## config.mk

```make
export PLATFORM = sky130hd
export DESIGN_NAME = pio_write_seq
export DESIGN_NICKNAME = d
export VERILOG_FILES = /design/src/rtl/pio_pkg.sv /design/src/rtl/pio_rdy_sync.sv /design/src/rtl/pio_time_norm.sv /design/src/rtl/pio_write_seq.sv
export SDC_FILE = /design/constraint.sdc
export NUM_CORES = 1
export LEC_CHECK = 0
export BUFFER_PORTS_ARGS = -buffer_cell sky130_fd_sc_hd__buf_2
export CAP_MARGIN = 20
export CORE_MARGIN = 2
export CORE_UTILIZATION = 50
export DETAILED_ROUTE_END_ITERATION = 10
export GPL_TIMING_DRIVEN = 1
export PLACE_DENSITY = 0.72
export SYNTH_ARGS = -nofsm -noshare
export SYNTH_HDL_FRONTEND = slang
export SYNTH_SLANG_ARGS = --single-unit
```

## constraint.sdc

```tcl
create_clock -name clk -period 5.67 [get_ports clk]
set_input_delay 0.2835 -clock clk [delete_from_list [all_inputs] [get_ports clk]]
set_output_delay 0.2835 -clock clk [all_outputs]
set_load 0.05 [all_outputs]
```

## src/rtl/pio_pkg.sv

```systemverilog
package pio_pkg;
    typedef enum logic [1:0] {
        PH_IDLE   = 2'd0,
        PH_SETUP  = 2'd1,
        PH_STROBE = 2'd2,
        PH_HOLD   = 2'd3
    } phase_e;
endpackage

```

## src/rtl/pio_rdy_sync.sv

```systemverilog
module pio_rdy_sync #(
    parameter int STAGES = 2
) (
    input  logic clk,
    input  logic rst_n,
    input  logic async_in,
    output logic sync_out
);
    logic [STAGES-1:0] sh_q, sh_d;

    always_comb begin
        sh_d = {sh_q[STAGES-2:0], async_in};
    end

    always_ff @(posedge clk or negedge rst_n) begin
        if (!rst_n) sh_q <= '1;
        else        sh_q <= sh_d;
    end

    assign sync_out = sh_q[STAGES-1];

    // the synchronized level follows the input two edges later
    p_sync_delay_r3: assert property (@(posedge clk) disable iff (!rst_n)
        $past(sh_q[0]) == sh_q[STAGES-1] || STAGES != 2);
endmodule

```

## src/rtl/pio_time_norm.sv

```systemverilog
module pio_time_norm #(
    parameter int TW = 8,
    parameter int N  = 6
) (
    input  logic [N*TW-1:0]     raw,
    output logic [N*(TW+1)-1:0] eff
);
    localparam int EW = TW + 1;
    for (genvar i = 0; i < N; i++) begin : g_norm
        logic [TW-1:0] v;
        assign v = raw[i*TW +: TW];
        assign eff[i*EW +: EW] = (v == '0) ? EW'(1) : {1'b0, v};
    end
endmodule

```

## src/rtl/pio_write_seq.sv

```systemverilog
module pio_write_seq #(
    parameter int AW = 3,
    parameter int CW = 2,
    parameter int DW = 16,
    parameter int TW = 8
) (
    input  logic          clk,
    input  logic          rst_n,
    input  logic          start,
    input  logic [TW-1:0] t_setup,
    input  logic [TW-1:0] t_strobe,
    input  logic [TW-1:0] t_addr_hold,
    input  logic [TW-1:0] t_data_hold,
    input  logic [TW-1:0] t_buf_on,
    input  logic [TW-1:0] t_rdy_check,
    input  logic [AW-1:0] addr_in,
    input  logic [CW-1:0] cs_sel,
    input  logic [DW-1:0] wdata_in,
    input  logic          rdy_in,
    output logic          busy,
    output logic          done,
    output logic [AW-1:0] dev_addr,
    output logic [CW-1:0] dev_cs_n,
    output logic          wr_n,
    output logic [DW-1:0] dout,
    output logic          buf_en
);
    import pio_pkg::*;

    localparam int NT  = 6;
    localparam int EW  = TW + 1;
    localparam int CNW = TW + 2;

    typedef struct packed {
        phase_e          phase;
        logic [CNW-1:0]  cnt;
        logic [AW-1:0]   addr;
        logic [CW-1:0]   cs;
        logic [DW-1:0]   data;
        logic [NT*TW-1:0] tim;
        logic            done;
    } st_t;

    st_t st_q, st_d;
    logic rdy_s;
    logic [NT*EW-1:0] eff;
    logic [EW-1:0] e_setup, e_strobe, e_ahold, e_dhold, e_bon, e_chk, e_hold;
    logic [CNW-1:0] cnt_inc;
    logic strobe_exit;

    pio_rdy_sync #(.STAGES(2)) u_sync (
        .clk(clk), .rst_n(rst_n), .async_in(rdy_in), .sync_out(rdy_s)
    );

    pio_time_norm #(.TW(TW), .N(NT)) u_norm (.raw(st_q.tim), .eff(eff));

    assign e_setup  = eff[0*EW +: EW];
    assign e_strobe = eff[1*EW +: EW];
    assign e_ahold  = eff[2*EW +: EW];
    assign e_dhold  = eff[3*EW +: EW];
    assign e_bon    = eff[4*EW +: EW];
    assign e_chk    = eff[5*EW +: EW];
    assign e_hold   = (e_ahold > e_dhold) ? e_ahold : e_dhold;

    always_comb begin
        cnt_inc = (st_q.cnt == '1) ? st_q.cnt : st_q.cnt + 1'b1;
        strobe_exit = (st_q.cnt >= CNW'(e_strobe - 1'b1)) &&
                      (st_q.cnt >= CNW'(e_bon)) &&
                      (st_q.cnt >= CNW'(e_chk)) && rdy_s;
        st_d      = st_q;
        st_d.done = 1'b0;
        unique case (st_q.phase)
            PH_IDLE: begin
                if (start) begin
                    st_d.phase = PH_SETUP;
                    st_d.cnt   = '0;
                    st_d.addr  = addr_in;
                    st_d.cs    = cs_sel;
                    st_d.data  = wdata_in;
                    st_d.tim   = {t_rdy_check, t_buf_on, t_data_hold,
                                  t_addr_hold, t_strobe, t_setup};
                end
            end
            PH_SETUP: begin
                if (st_q.cnt >= CNW'(e_setup - 1'b1)) begin
                    st_d.phase = PH_STROBE;
                    st_d.cnt   = '0;
                end else begin
                    st_d.cnt = cnt_inc;
                end
            end
            PH_STROBE: begin
                if (strobe_exit) begin
                    st_d.phase = PH_HOLD;
                    st_d.cnt   = '0;
                end else begin
                    st_d.cnt = cnt_inc;
                end
            end
            PH_HOLD: begin
                if (st_q.cnt >= CNW'(e_hold - 1'b1)) begin
                    st_d.phase = PH_IDLE;
                    st_d.cnt   = '0;
                    st_d.done  = 1'b1;
                end else begin
                    st_d.cnt = cnt_inc;
                end
            end
            default: st_d.phase = PH_IDLE;
        endcase
    end

    always_ff @(posedge clk or negedge rst_n) begin
        if (!rst_n) begin
            st_q <= '{phase: PH_IDLE, cnt: '0, addr: '0, cs: '0,
                      data: '0, tim: '0, done: 1'b0};
        end else begin
            st_q <= st_d;
        end
    end

    assign busy     = (st_q.phase != PH_IDLE);
    assign done     = st_q.done;
    assign wr_n     = (st_q.phase != PH_STROBE);
    assign dev_addr = st_q.addr;
    assign dout     = st_q.data;
    assign buf_en   = ((st_q.phase == PH_STROBE) && (st_q.cnt >= CNW'(e_bon))) ||
                      ((st_q.phase == PH_HOLD) && (st_q.cnt < CNW'(e_dhold)));
    assign dev_cs_n = ((st_q.phase == PH_SETUP) || (st_q.phase == PH_STROBE) ||
                       ((st_q.phase == PH_HOLD) && (st_q.cnt < CNW'(e_ahold))))
                      ? ~st_q.cs : '1;

    // completion pulse lasts one cycle
    p_done_single_r7: assert property (@(posedge clk) disable iff (!rst_n)
        done |=> !done);
    // latched transfer data stays fixed while a transfer runs
    p_latch_stable_r8: assert property (@(posedge clk) disable iff (!rst_n)
        (busy && !done) |=> $stable(dout) || !busy);
    // no buffer drive before the strobe starts
    p_no_buf_setup_r5: assert property (@(posedge clk) disable iff (!rst_n)
        (st_q.phase == PH_SETUP) |-> !buf_en);
    // low synchronized ready past the check point keeps the strobe low
    p_rdy_stretch_r3: assert property (@(posedge clk) disable iff (!rst_n)
        (!wr_n && !rdy_s && st_q.cnt >= CNW'(e_chk)) |=> !wr_n);
    // selects still asserted when the strobe rises
    p_sel_held_r4: assert property (@(posedge clk) disable iff (!rst_n)
        $rose(wr_n) |-> (dev_cs_n == ~st_q.cs));
    // idle block never drives the strobe or buffer
    p_idle_quiet_r9: assert property (@(posedge clk) disable iff (!rst_n)
        !busy |-> (wr_n && !buf_en));
endmodule

```

* Word-level counts from Yosys, hierarchy flattened
Cells that the tools add are included.
Cells by class: bitwise logic cells 1, equal/unequal tests 9, add/subtract/negate cells 4, reductions and logical operators 19, magnitude comparators 8, muxes and demuxes 19
Operator list (number):
- 2-to-1 mux 81 bit | 1
- zero test 8 bit | 6
- 2-to-1 mux 8 bit | 6
- one-hot mux 12 bit (4 select lines) | 1
- 2-to-1 mux 10 bit | 4
- greater-or-equal comparator 10 bit | 3
- subtractor 9 x 1 -> 10 bit, second input constant | 3
- greater-or-equal comparator 10 x 9 -> 1 bit | 2
- < comparator 10 x 9 -> 1 bit | 2
- adder 10 x 1 -> 10 bit, second input constant | 1
- equality test 10 bit, second input constant | 1
- inequality test 2 bit, second input constant | 5
- > comparator 9 bit | 1
- 2-to-1 mux 9 bit | 1
- 2-to-1 mux 2 bit | 4
- logical AND 1 bit | 6
- equality test 2 bit, second input constant | 2
- AND reduction 4 bit | 1
- logical OR 1 bit | 3
- equality test 2 x 1 -> 1 bit, second input constant | 1
- zero test 2 bit | 1
- 2-to-1 mux 1 bit | 2
- NOT 2 bit | 1
- AND reduction 2 bit | 1
- nonzero test 2 bit | 1
Word-level totals: register bits 84, word-level logic and storage cells 68

* Logic depth before layout (Yosys ltp)
word-level depth 9, gate-level depth with buffers 27, mapped depth without buffers 26

* Cells and area by module
A second synthesis with hierarchy kept.
Unflattened totals: cells, all modules 631, area, all modules 6139.6 µm²
By module, submodules not included:
- pio_write_seq | area each 5730.5 µm², cells an instance 562, instances 1, seq. area each 2052.0 µm²
- pio_time_norm | area each 356.6 µm², cells an instance 67, instances 1, seq. area each 0.0 µm²
- pio_rdy_sync | area each 52.6 µm², cells an instance 2, instances 1, seq. area each 52.6 µm²

* Worst setup path after synthesis
OpenSTA, ideal clock, no wires.
kind register to register, start register st_q[20] in the netlist's numbering, end register st_q[76] in the netlist's numbering, data required time 5.566 ns, period minus slack after synthesis 4.924 ns, buffers on the path 1, cell stages (with the launch flop) 25, slack 0.746 ns, arrival 4.820 ns, cells stage by stage dfrtp_1 -> or4_1 -> nor2_1 -> a21o_1 -> inv_1 -> ha_1 -> nor2b_1 -> o21ai_0 -> nand2b_1 -> a221oi_1 -> a41oi_1 -> clkbuf_1 -> o21ai_0 -> ha_1 -> and3_1 -> xnor2_1 -> nor2_1 -> a21oi_1 -> ha_1 -> a22o_1 -> o41ai_1 -> o2111ai_1 -> a21oi_1 -> nor2_2 -> a221oi_1
On the way: longest elaborated chain between the ends 8
Ends and longest elaborated chain:
- from (decl) | RTL line pio_write_seq.sv:44 | st_t st_q, st_d;
- from (signal assigned) | RTL line pio_write_seq.sv:115 | st_q <= '{phase: PH_IDLE, cnt: '0, addr: '0, cs: '0,
- from (signal assigned) | RTL line pio_write_seq.sv:118 | st_q <= st_d;
- zero test 8 bit | RTL line pio_time_norm.sv:12 | assign eff[i*EW +: EW] = (v == '0) ? EW'(1) : {1'b0, v};
- 2-to-1 mux 8 bit * | RTL line pio_time_norm.sv:12
- > comparator 9 bit | RTL line pio_write_seq.sv:63 | assign e_hold = (e_ahold > e_dhold) ? e_ahold : e_dhold;
- 2-to-1 mux 9 bit * | RTL line pio_write_seq.sv:63
- subtractor 9 x 1 -> 10 bit * | RTL line pio_write_seq.sv:101 | if (st_q.cnt >= CNW'(e_hold - 1'b1)) begin
- greater-or-equal comparator 10 bit * | RTL line pio_write_seq.sv:101
- 2-to-1 mux 10 bit * | RTL line pio_write_seq.sv:101
- one-hot mux 12 bit (4 select lines) * | RTL line pio_write_seq.sv:72 | unique case (st_q.phase)
Mark *: on every way between the ends. The rest lies on a longest branch, timed or not. A chain may end at the register's enable or synchronous reset.

* Worst setup path in the final report
start register st_q[30] in the netlist's numbering, end register st_q[76] in the netlist's numbering
Same word-level chain as after synthesis.

==> results.yml <==
run_status:
  outcome: "finished clean"
die:
  dieArea_um2: 12300
  row_count: 39
  start_util: 0.506
  design.core.area_um2: 11300
  ios: 98
  fp.dieW_um: 111
  die_h_um: 111
placed_design:
  dp_hpwl_mm: 9.53
  port_buffers: 97
  gp_congestion: 0.920
  preCtsSetupSlack_ns: 0.494
  placed_cells: 756
  placed_cell_area_um2: 6220
clock_network:
  cts.sinks: 84
  clock_latency_ns: 0.35
  htreeDepth: 3
  tritoncts: "done"
  tritoncts.num_buffers: 9
  cts_root_buffer: "clkbuf_16"
  clk_pin_slew_ns: 0.07
  post_cts_buffers: 0
  cts_buffer_depth: 2
critical_path:
  crit_end: "st_q[76]"
  worstReg2RegStart: "st_q[30]"
  start_kind: "flip-flop"
  reg2reg_depth: 22
  r2r-end: "st_q[76]"
  worstSetupEndpointType: "flip-flop"
  crit_fanout: 9
  r2r_slack_ns: 0.49
  arrival_ns: 5.42
  path_class: "flip-flop to flip-flop"
  cp_data_required_time_ns: 5.91
  worstSetupStartpoint: "st_q[30]"
timing:
  slew_violations: 0
  fmax_mhz: 193
  setup_slack_ns: 0.488
  rsz0062_at_grt: "false"
  relSlewSlack: 0.534
  finalCritPeriodShare: 0.914
  worst_pin_slew_ns: 0.681
  period_needed_ns: 5.18
  whs_ns: 0.0312
  hold_viol: 0
  finalSetupTns_ns: 0
  finClkSkew_ns: 0.00699
  setup_viol: 0
logic_synthesis:
  synth_ff_type: "dfrtp_1"
  synth.area.top_cells: "dfrtp_1 (36%), ha_1 (17%), mux2_2 (14%)"
  yosys-top-cells-count: "dfrtp_1 (82), ha_1 (77), mux2_2 (71), inv_1 (41), a21oi_1 (29)"
  synth.most_common_cell: "dfrtp_1"
  postSynthAreaPerCell_um2: 10.5
  netlist.area_leader.share: 0.358
  synth_edf_count: 0
  ys_seq_area_frac: 0.367
  synth_warnings: 0
  netlist_instances: 547
  synth.distinct_cells: 53
  synth_top_cell_by_area: "dfrtp_1"
  synth.cell_area_um2: 5730
  synth-seq-cells: 84
  ys_async_sr_fraction: 1.00
finish:
  fin_util: 0.583
  antenna_cells: 0
  area_delta_synth_final_pct: 15.2
  drive_above_1_share: 0.323
  finalInstanceArea_um2: 6600
  final_nets: 776
  fin_cells: 774
min_path:
  hold_path_class: "primary input to flip-flop"
global_routing:
  track_usage: 0.220
  grt_pass1_vias: 4637
  antenna_found_initial: 0
  grt_pass1_wl_mm: 21.9
  grt_max_degree: 85
  grt.overflow.total: 0
route:
  routed_wirelength_mm: 12.9
  detail-route-antenna-nets: 0
  via_count: 4394
  drc: 0
  detail_route.first_pass.iterations: 6
  via_per_inst: 5.68
  wl_per_cell_um: 16.7
  first_iter_violations: 235
power_and_ir_drop:
  cellLeakagePower_nw: 3.21
  ir_drop_mv: 0.420
  powerDensity_nw_per_um2: 609
  power.total_mw: 4.02
flow_run:
  cap_violations: 0
==> where the power goes <==
group          switching, mW  internal (mW)  leakage [nW]
clock                  0.261          0.393         0.156
combinational           1.27          0.945          2.04
sequential             0.273          0.874          1.01
==> how the worst min path moves through the flow <==
| stage | cells after the start | start | to |
|---|---|---|---|
| global placement | 0 | u_sync.sh_q[0] | u_sync.sh_q[1] |
| floorplan | 0 | rst_n | dev_addr[0] |
| detailed placement | 0 | u_sync.sh_q[0] | u_sync.sh_q[1] |
| CTS | 1 | rdy_in | u_sync.sh_q[0] |
| finish | 1 | rdy_in | u_sync.sh_q[0] |
| global route | 1 | rdy_in | u_sync.sh_q[0] |
==> cell families (layout without fill, tap and decap cells) <==
kind of cell / count (synthesis) / after routing / share of synthesized area
flops: 84 / 84 / 0.367
simple gates: 116 / 116 / 0.107
other cells: 1 / 3 / 0.000654
buf+inv: 76 / 158 / 0.0622
mux: 76 / 76 / 0.148
xor+xnor: 18 / 18 / 0.0275
compound gates: 99 / 99 / 0.119
fa+ha+maj: 77 / 77 / 0.168
==> layout make-up <==
type                    count  area, µm²
inverters                  41        154
clock buffers               9        225
flip-flops and latches     84       2100
fillers                   993       4720
repair buffers            101        541
multi-input cells         389       3290
well taps                 143        179
clock inverters             7        106
==> layout by cell type, fill, tap and decap left out, drive strengths merged, types with 3 or more instances in the layout <==
| master | n |
|---|---|
| a21oi | 29 |
| a211o | 4 |
| conb | 3 |
| nand2b | 7 |
| nor2 | 23 |
| nand3 | 10 |
| ha | 77 |
| or3 | 3 |
| nor3 | 10 |
| and3 | 5 |
| xnor2 | 16 |
| nand4 | 8 |
| mux2 | 71 |
| o211ai | 8 |
| o21a | 5 |
| a31oi | 4 |
| and4 | 3 |
| dfrtp | 82 |
| clkbuf | 9 |
| buf | 100 |
| or4 | 5 |
| nand2 | 25 |
| mux2i | 5 |
| nor3b | 6 |
| o2111ai | 3 |
| a21o | 4 |
| o21ai | 18 |
| a211oi | 3 |
| inv | 44 |
| a221oi | 5 |
| nor4 | 7 |
==> flip-flops by register name, indices dropped and copies added (netlist names) <==
name	flops
done	1
u_sync.sh_q	2
st_q	62
dout	16
dev_addr	3
==> critical path, cell delays in order, from the launching register on <==
cell,delay [ns]
dfrtp_1,0.41
or3_4,0.38
or4_4,0.45
o21bai_4,0.18
ha_1,0.17
nor2b_1,0.04
o21ai_0,0.13
nand2b_1,0.08
a221oi_1,0.33
a41oi_2,0.12
o21ai_0,0.29
ha_1,0.30
nand2_1,0.10
nor2_1,0.13
xnor2_1,0.13
a21oi_1,0.09
ha_1,0.20
a22o_1,0.22
o41ai_1,0.35
o2111ai_1,0.25
a21oi_2,0.27
nor2_2,0.12
a221oi_1,0.33
==> metal layers <==
metal / vias up / share of wire / track usage
met3: 30 / 0.067 / 0.0612
met4: 0 / 0.026 / 0.0914
met2: 157 / 0.48 / 0.362
met5: - / 0 / 0
li1: 2126 / - / -
met1: 2081 / 0.43 / 0.275
==> timing repair <==
action / CTS / global route
hold endpoints to repair: 0 / 31
setup endpoints to repair: 0 / 3
gates resized for setup: 0 / 2
hold buffers: 0 / 1
Note: power is estimated with default switching activity, not from simulation.
